[config.mk]
export PLATFORM = sky130hd
export DESIGN_NAME = tx_stage_top
export DESIGN_NICKNAME = d
export VERILOG_FILES = /design/src/rtl/tx_stage_pkg.sv /design/src/rtl/tx_stage_enable.sv /design/src/rtl/tx_stage_hold.sv /design/src/rtl/tx_stage_top.sv
export SDC_FILE = /design/constraint.sdc
export NUM_CORES = 1
export LEC_CHECK = 0
export BUFFER_PORTS_ARGS = -buffer_cell sky130_fd_sc_hd__buf_2
export CORE_AREA = 5 5 42 44
export DETAILED_ROUTE_END_ITERATION = 8
export DIE_AREA = 0 0 47 49
export PLACE_DENSITY = 0.7
export SYNTH_ARGS = -nofsm -noshare
export SYNTH_HDL_FRONTEND = slang
export SYNTH_HIERARCHICAL = 1
export SYNTH_SLANG_ARGS = --single-unit
[constraint.sdc]
create_clock -name clk -period 1.2 [get_ports clk]
set_clock_uncertainty 0.2 [all_clocks]
set_input_delay 0.12 -clock clk [delete_from_list [all_inputs] [get_ports clk]]
set_output_delay 0.12 -clock clk [all_outputs]
set_load 0.02 [all_outputs]
[src/rtl/tx_stage_pkg.sv]
package tx_stage_pkg;
    typedef struct packed {
        logic full;
    } hold_flags_t;
endpackage

[src/rtl/tx_stage_enable.sv]
module tx_stage_enable (
    input  logic clk,
    input  logic rst_n,
    input  logic en_cmd,
    input  logic dis_cmd,
    output logic enabled
);
    logic en_d, en_q;

    always_comb begin
        en_d = en_q;
        if (en_cmd)  en_d = 1'b1;
        if (dis_cmd) en_d = 1'b0;   // disable has priority
    end

    always_ff @(posedge clk or negedge rst_n) begin
        if (!rst_n) en_q <= 1'b0;
        else        en_q <= en_d;
    end

    assign enabled = en_q;
endmodule

[src/rtl/tx_stage_hold.sv]
module tx_stage_hold
    import tx_stage_pkg::*;
#(
    parameter int DATA_W = 8
) (
    input  logic              clk,
    input  logic              rst_n,
    input  logic              enabled,
    input  logic              dis_cmd,
    input  logic              wr,
    input  logic [DATA_W-1:0] wr_data,
    input  logic              idle,
    output logic              load,
    output logic [DATA_W-1:0] data,
    output logic              rdy
);
    typedef struct packed {
        hold_flags_t       flags;
        logic [DATA_W-1:0] chr;
    } hold_state_t;

    hold_state_t st_d, st_q;
    logic        accept;

    always_comb begin
        st_d   = st_q;
        rdy    = enabled && !st_q.flags.full;
        accept = wr && rdy;
        load   = st_q.flags.full && enabled && idle && !dis_cmd;
        if (accept) begin
            st_d.flags.full = 1'b1;
            st_d.chr        = wr_data;
        end
        if (load)    st_d.flags.full = 1'b0;
        if (dis_cmd) st_d.flags.full = 1'b0;  // held character dropped
    end

    always_ff @(posedge clk or negedge rst_n) begin
        if (!rst_n) st_q <= '0;
        else        st_q <= st_d;
    end

    assign data = st_q.chr;
endmodule

[src/rtl/tx_stage_top.sv]
module tx_stage_top #(
    parameter int DATA_W = 8
) (
    input  logic              clk,
    input  logic              rst_n,
    input  logic              cpu_wr,
    input  logic [DATA_W-1:0] cpu_data,
    input  logic              tx_enable,
    input  logic              tx_disable,
    input  logic              shift_idle,
    output logic              load_stb,
    output logic [DATA_W-1:0] load_data,
    output logic              ready,
    output logic              stat_ready,
    output logic              irq_ready
);
    logic enabled;

    tx_stage_enable u_enable (
        .clk     (clk),
        .rst_n   (rst_n),
        .en_cmd  (tx_enable),
        .dis_cmd (tx_disable),
        .enabled (enabled)
    );

    tx_stage_hold #(.DATA_W(DATA_W)) u_hold (
        .clk     (clk),
        .rst_n   (rst_n),
        .enabled (enabled),
        .dis_cmd (tx_disable),
        .wr      (cpu_wr),
        .wr_data (cpu_data),
        .idle    (shift_idle),
        .load    (load_stb),
        .data    (load_data),
        .rdy     (ready)
    );

    assign stat_ready = ready;
    assign irq_ready  = ready;
endmodule

* After elaboration in Yosys (flattened, before gate mapping)
Index checks and enable logic that the tools add are counted.
** Storage, ports and cells
- RAM bits :: 0
- ROM bits :: 0
- Output and inout port bits :: 12
- Input bits :: 14
- Bits in latches :: 0
- Word-level logic and storage cells :: 17
- Bits in registers :: 10
- Memories :: 0
** Cells by class
- Mux-type cells :: 5
- $add $sub $neg :: 0
- Eq/ne operators :: 0
- Shifts and indexed selects :: 0
- Div/mod/pow operators :: 0
- Reductions and logical operators :: 9
- Bitwise operators :: 0
- Multiply operators :: 0
- $lt $le $gt $ge :: 0
** Operators by type and width (count)
- $mux 9 :: 1
- $logic_and 1x1->1 :: 5
- $mux 1 :: 4
- $reduce_bool 3->1 :: 1
- $logic_not 1->1 :: 2
- $reduce_bool 2->1 :: 1

* Logic depth before layout (Yosys ltp)
- Depth in word-level cells :: 6
- Depth in mapped cells :: 2
- Depth with buffers taken out :: 2

* Modules after synthesis
The synthesis kept the hierarchy.
** Modules (own cells, without submodules)
- tx_stage_hold :: cells each 30, seq. area each 225.2 µm², area each 426.7 µm², times used 1
- tx_stage_enable :: cells each 2, seq. area each 25.0 µm², area each 35.0 µm², times used 1
- tx_stage_top :: cells each 2, seq. area each 0.0 µm², area each 15.0 µm², times used 1

* Least setup slack after synthesis
OpenSTA, ideal clock, no wires.
- Path type :: reg-to-output
- Start point :: register u_enable.en_q (netlist: u_enable/enabled)
- End point :: output port ready
- Path slack :: -0.181 ns
- Stages on the path, launching flop included :: 3
- Data arrival time :: 1.061 ns
- Path buffers :: 1
- Required time :: 0.880 ns
- Cell sequence :: dfrtp_1 -> nor2b_1 -> buf_4
** Between the ends
- Word-level cells in the longest chain between the ends :: 1
** Ends and longest elaborated chain
- start, declared :: line tx_stage_enable.sv:8 : logic en_d, en_q;
- start signal, assigned :: line tx_stage_enable.sv:18 : else en_q <= en_d;
- $logic_and 1x1->1 :: line tx_stage_hold.sv:27 : rdy = enabled && !st_q.flags.full;
- end, declared :: line tx_stage_top.sv:13 : output logic ready,
No other way between the ends.

* Worst setup path after layout
- Start point :: register u_hold/st_q[8] (netlist name)
- End point :: output port load_stb
** Between the ends
- Word-level cells in the longest chain between the ends :: 3
** Ends and longest elaborated chain
- start, declared :: line tx_stage_hold.sv:22 : hold_state_t st_d, st_q;
- start signal, assigned :: line tx_stage_hold.sv:40 : else st_q <= st_d;
- $logic_and 1x1->1 (3 in a row) :: line tx_stage_hold.sv:29 : load = st_q.flags.full && enabled && idle && !dis_cmd;
- end, declared :: line tx_stage_top.sv:11 : output logic load_stb,
No other way between the ends.

==> flow_summary_export.csv <==
group,metric,value,unit
critical_path,cp.arrival,1.08,ns
route,antenna_left,0,
global_route,grt_overflow,0,
global_route,grt_usage,0.111,
global_route,grt_max_degree,11,
timing,max_freq,713,MHz
power_and_ir_drop,p_seq_frac,0.403,
outcome,status,"finished, violations left",
route,post-route-drc-count,0,
timing,fin_crit,1.40,ns
cts,cts_buffers,3,
power_and_ir_drop,p_per_area,1360,mW/mm2
critical_path,worst-setup-path-type,"flip-flop to primary output",
route,wire_per_inst,12.3,um
place,io_buffers,25,
job,drv_cap,0,
cts,cts.sinks,10,
floorplan,ioPinCount,26,
floorplan,placementRows,14,
power_and_ir_drop,p_comb_frac,0.321,
hold_path,worstHoldPathCells,3,
route,drt-initial-drc-count,2,
cells_and_area,fin_nets,84,
power_and_ir_drop,clockPowerShare,0.276,
global_route,grt_pass1_wl,1860,um
yosys,yosysSeqAreaShare,0.525,
critical_path,rr_worst_depth,3,
global_route,grt_pass1_vias,422,
yosys,synth.avg_cell_area,14.0,um2
floorplan,die_area,0.00230,mm2
cells_and_area,final_layout_size_suffix_gt1_frac,0.652,
critical_path,worst_ep_required_time,0.88,ns
cells_and_area,diodes,0,
critical_path,r2r_slack,-0.14,ns
route,vias,372,
yosys,ys_ff_latch,10,
critical_path,path_max_fanout,3,
yosys,syn_inst,34,
route,wirelength,1050,um
power_and_ir_drop,finalPower,1070,uW
timing,slew-limit-headroom,0.846,
critical_path,r2r_start,"u_enable/enabled",
timing,finalHoldViolations,0,
power_and_ir_drop,ir_drop,0.724,mV
critical_path,cp-start-kind,"flip-flop",
yosys,synth_cell_types,9,
place,gp_congestion,0.657,
timing,rsz0062_at_grt,"true",
cts,path_clk_slew,0.06,ns
yosys,synth_area,477,um2
place,dp_hpwl,690,um
outcome,violations,"setup timing",
floorplan,core,0.00140,mm2
cts,htree_levels,1,
yosys,ys_warn_count,6,
critical_path,r2r-end,"u_hold/data[6]",
timing,maxSlewViolCount,0,
timing,post-route-period-util,1.17,
place,dpl-instance-area,569,um2
timing,setup_tns,-1.70,ns
power_and_ir_drop,p_int,765,uW
cells_and_area,fin_util,0.563,
floorplan,fp.dieH,49,um
timing,tightest_slew,0.232,ns
cts,clk-insertion-delay-late,0.25,ns
critical_path,end_kind,"primary output",
timing,fin_ws,-0.202,ns
power_and_ir_drop,leakage,0.000414,uW
power_and_ir_drop,p_sw,308,uW
cts,cts_root_buffer,"clkbuf_4",
floorplan,die_w,47,um
cells_and_area,synthToLayoutAreaGrowth,65.4,%
place,pre_cts_ws,-0.0310,ns
power_and_ir_drop,sw_frac_of_total,0.287,
cells_and_area,stdcell_area,788,um2
route,dr.pass1.iters,2,
cts,cts_buffer_depth,2,
global_route,antenna_found_initial,0,
hold_path,hold_start,"cpu_wr",
route,avgViaCountPerCell,4.38,
cts,cts_tree,"yes",
yosys,syn-num-nets,48,
hold_path,hold-path-endpoint,"u_hold/st_q[8]",
hold_path,hold_path.class,"input port to flip-flop",
floorplan,initial_core_util,0.340,
timing,setup_viol,12,
flip-flops by register name, indices dropped and copies added (netlist names):
name,flops
u_hold/data,8
u_enable/enabled,1
u_hold/st_q,1
synth_stat cells:
cell	n	area (um2)
buf_4	10	75.1
dfrtp_1	10	250
mux2_2	8	90.1
a21bo_2	1	10.0
a21oi_1	1	5.00
and4b_1	1	10.0
nand3b_4	1	20.0
nor2b_1	1	6.26
o21ba_1	1	10.0
per-stage QoR:
| stage | hold WS, ns | cells |
|---|---|---|
| after floorplan | -0.376 | 34 |
| final | 0.0473 | 85 |
| after detailed placement | -0.209 | 67 |
| after global placement | -0.212 | 67 |
| after CTS | 0.0368 | 85 |
| after global routing | 0.0467 | 85 |
logic make-up after synthesis:
group / after synthesis / share of synthesized area
flip-flops: 10 / 0.525
AND/OR/NAND/NOR: 3 / 0.0761
buffers and inverters: 10 / 0.157
multiplexers: 8 / 0.189
AO/OA/AOI/OAI: 3 / 0.0525
cells in the final DEF (no fill, tap or decap):
cell,count
nor2b_4,1
buf_2,21
dlygate4sd3_1,12
buf_4,2
and4b_1,1
mux2_2,5
a21oi_2,1
mux2_4,3
buf_6,6
o21ba_1,1
clkbuf_4,3
dfrtp_1,10
a21bo_2,1
nand3b_4,1
clkbuf_8,1
worst max path at each step:
stage / startpoint / end / slack, ns / cells after the start
final: u_hold/st_q[8] / load_stb / -0.20 / 3
after global routing: u_hold/st_q[8] / load_stb / -0.25 / 3
after CTS: u_hold/st_q[8] / load_stb / -0.21 / 3
after detailed placement: u_hold/st_q[8] / u_hold/data[5] / -0.03 / 2
after global placement: u_hold/st_q[8] / u_hold/data[4] / -0.007 / 2
after floorplan: u_hold/st_q[8] / u_hold/data[0] / -0.04 / 2
per-layer routing:
| metal | routed length, um | global-route usage | vias to the layer above |
|---|---|---|---|
| li1 | - | - | 177 |
| met1 | 396 | 0.121 | 178 |
| met2 | 551 | 0.181 | 17 |
| met3 | 100 | 0.0517 | 0 |
| met4 | 0 | 0.0415 | 0 |
| met5 | 0 | 0 | - |
power by group through the flow:
stage	logic, uW	clock network, uW	registers, uW
final	344	296	432
after detailed placement	279	0	438
after CTS	329	309	430
after floorplan	260	0	433
after global placement	276	0	434
after global routing	369	331	444
cell type report:
type | count | area (um2)
repair buffers | 41 | 308
clock buffers | 4 | 36.3
multi-input cells | 14 | 174
well taps | 16 | 20.0
flip-flops and latches | 10 | 250
fillers | 134 | 613
critical path, stage by stage, from the launching register on:
cell	delay, ns
dfrtp_1	0.40
buf_6	0.13
and4b_1	0.17
buf_6	0.13
what timing repair did:
| item | 4_1_cts | 5_1_grt |
|---|---|---|
| hold endpoints to repair | 20 | 0 |
| hold buffers | 12 | 0 |
| setup endpoints to repair | 12 | 13 |
| pin swaps | 1 | 2 |
| buffers inserted | 2 | 0 |
| resized for setup | 9 | 5 |
No activity file was read; power rests on OpenSTA's default activity.
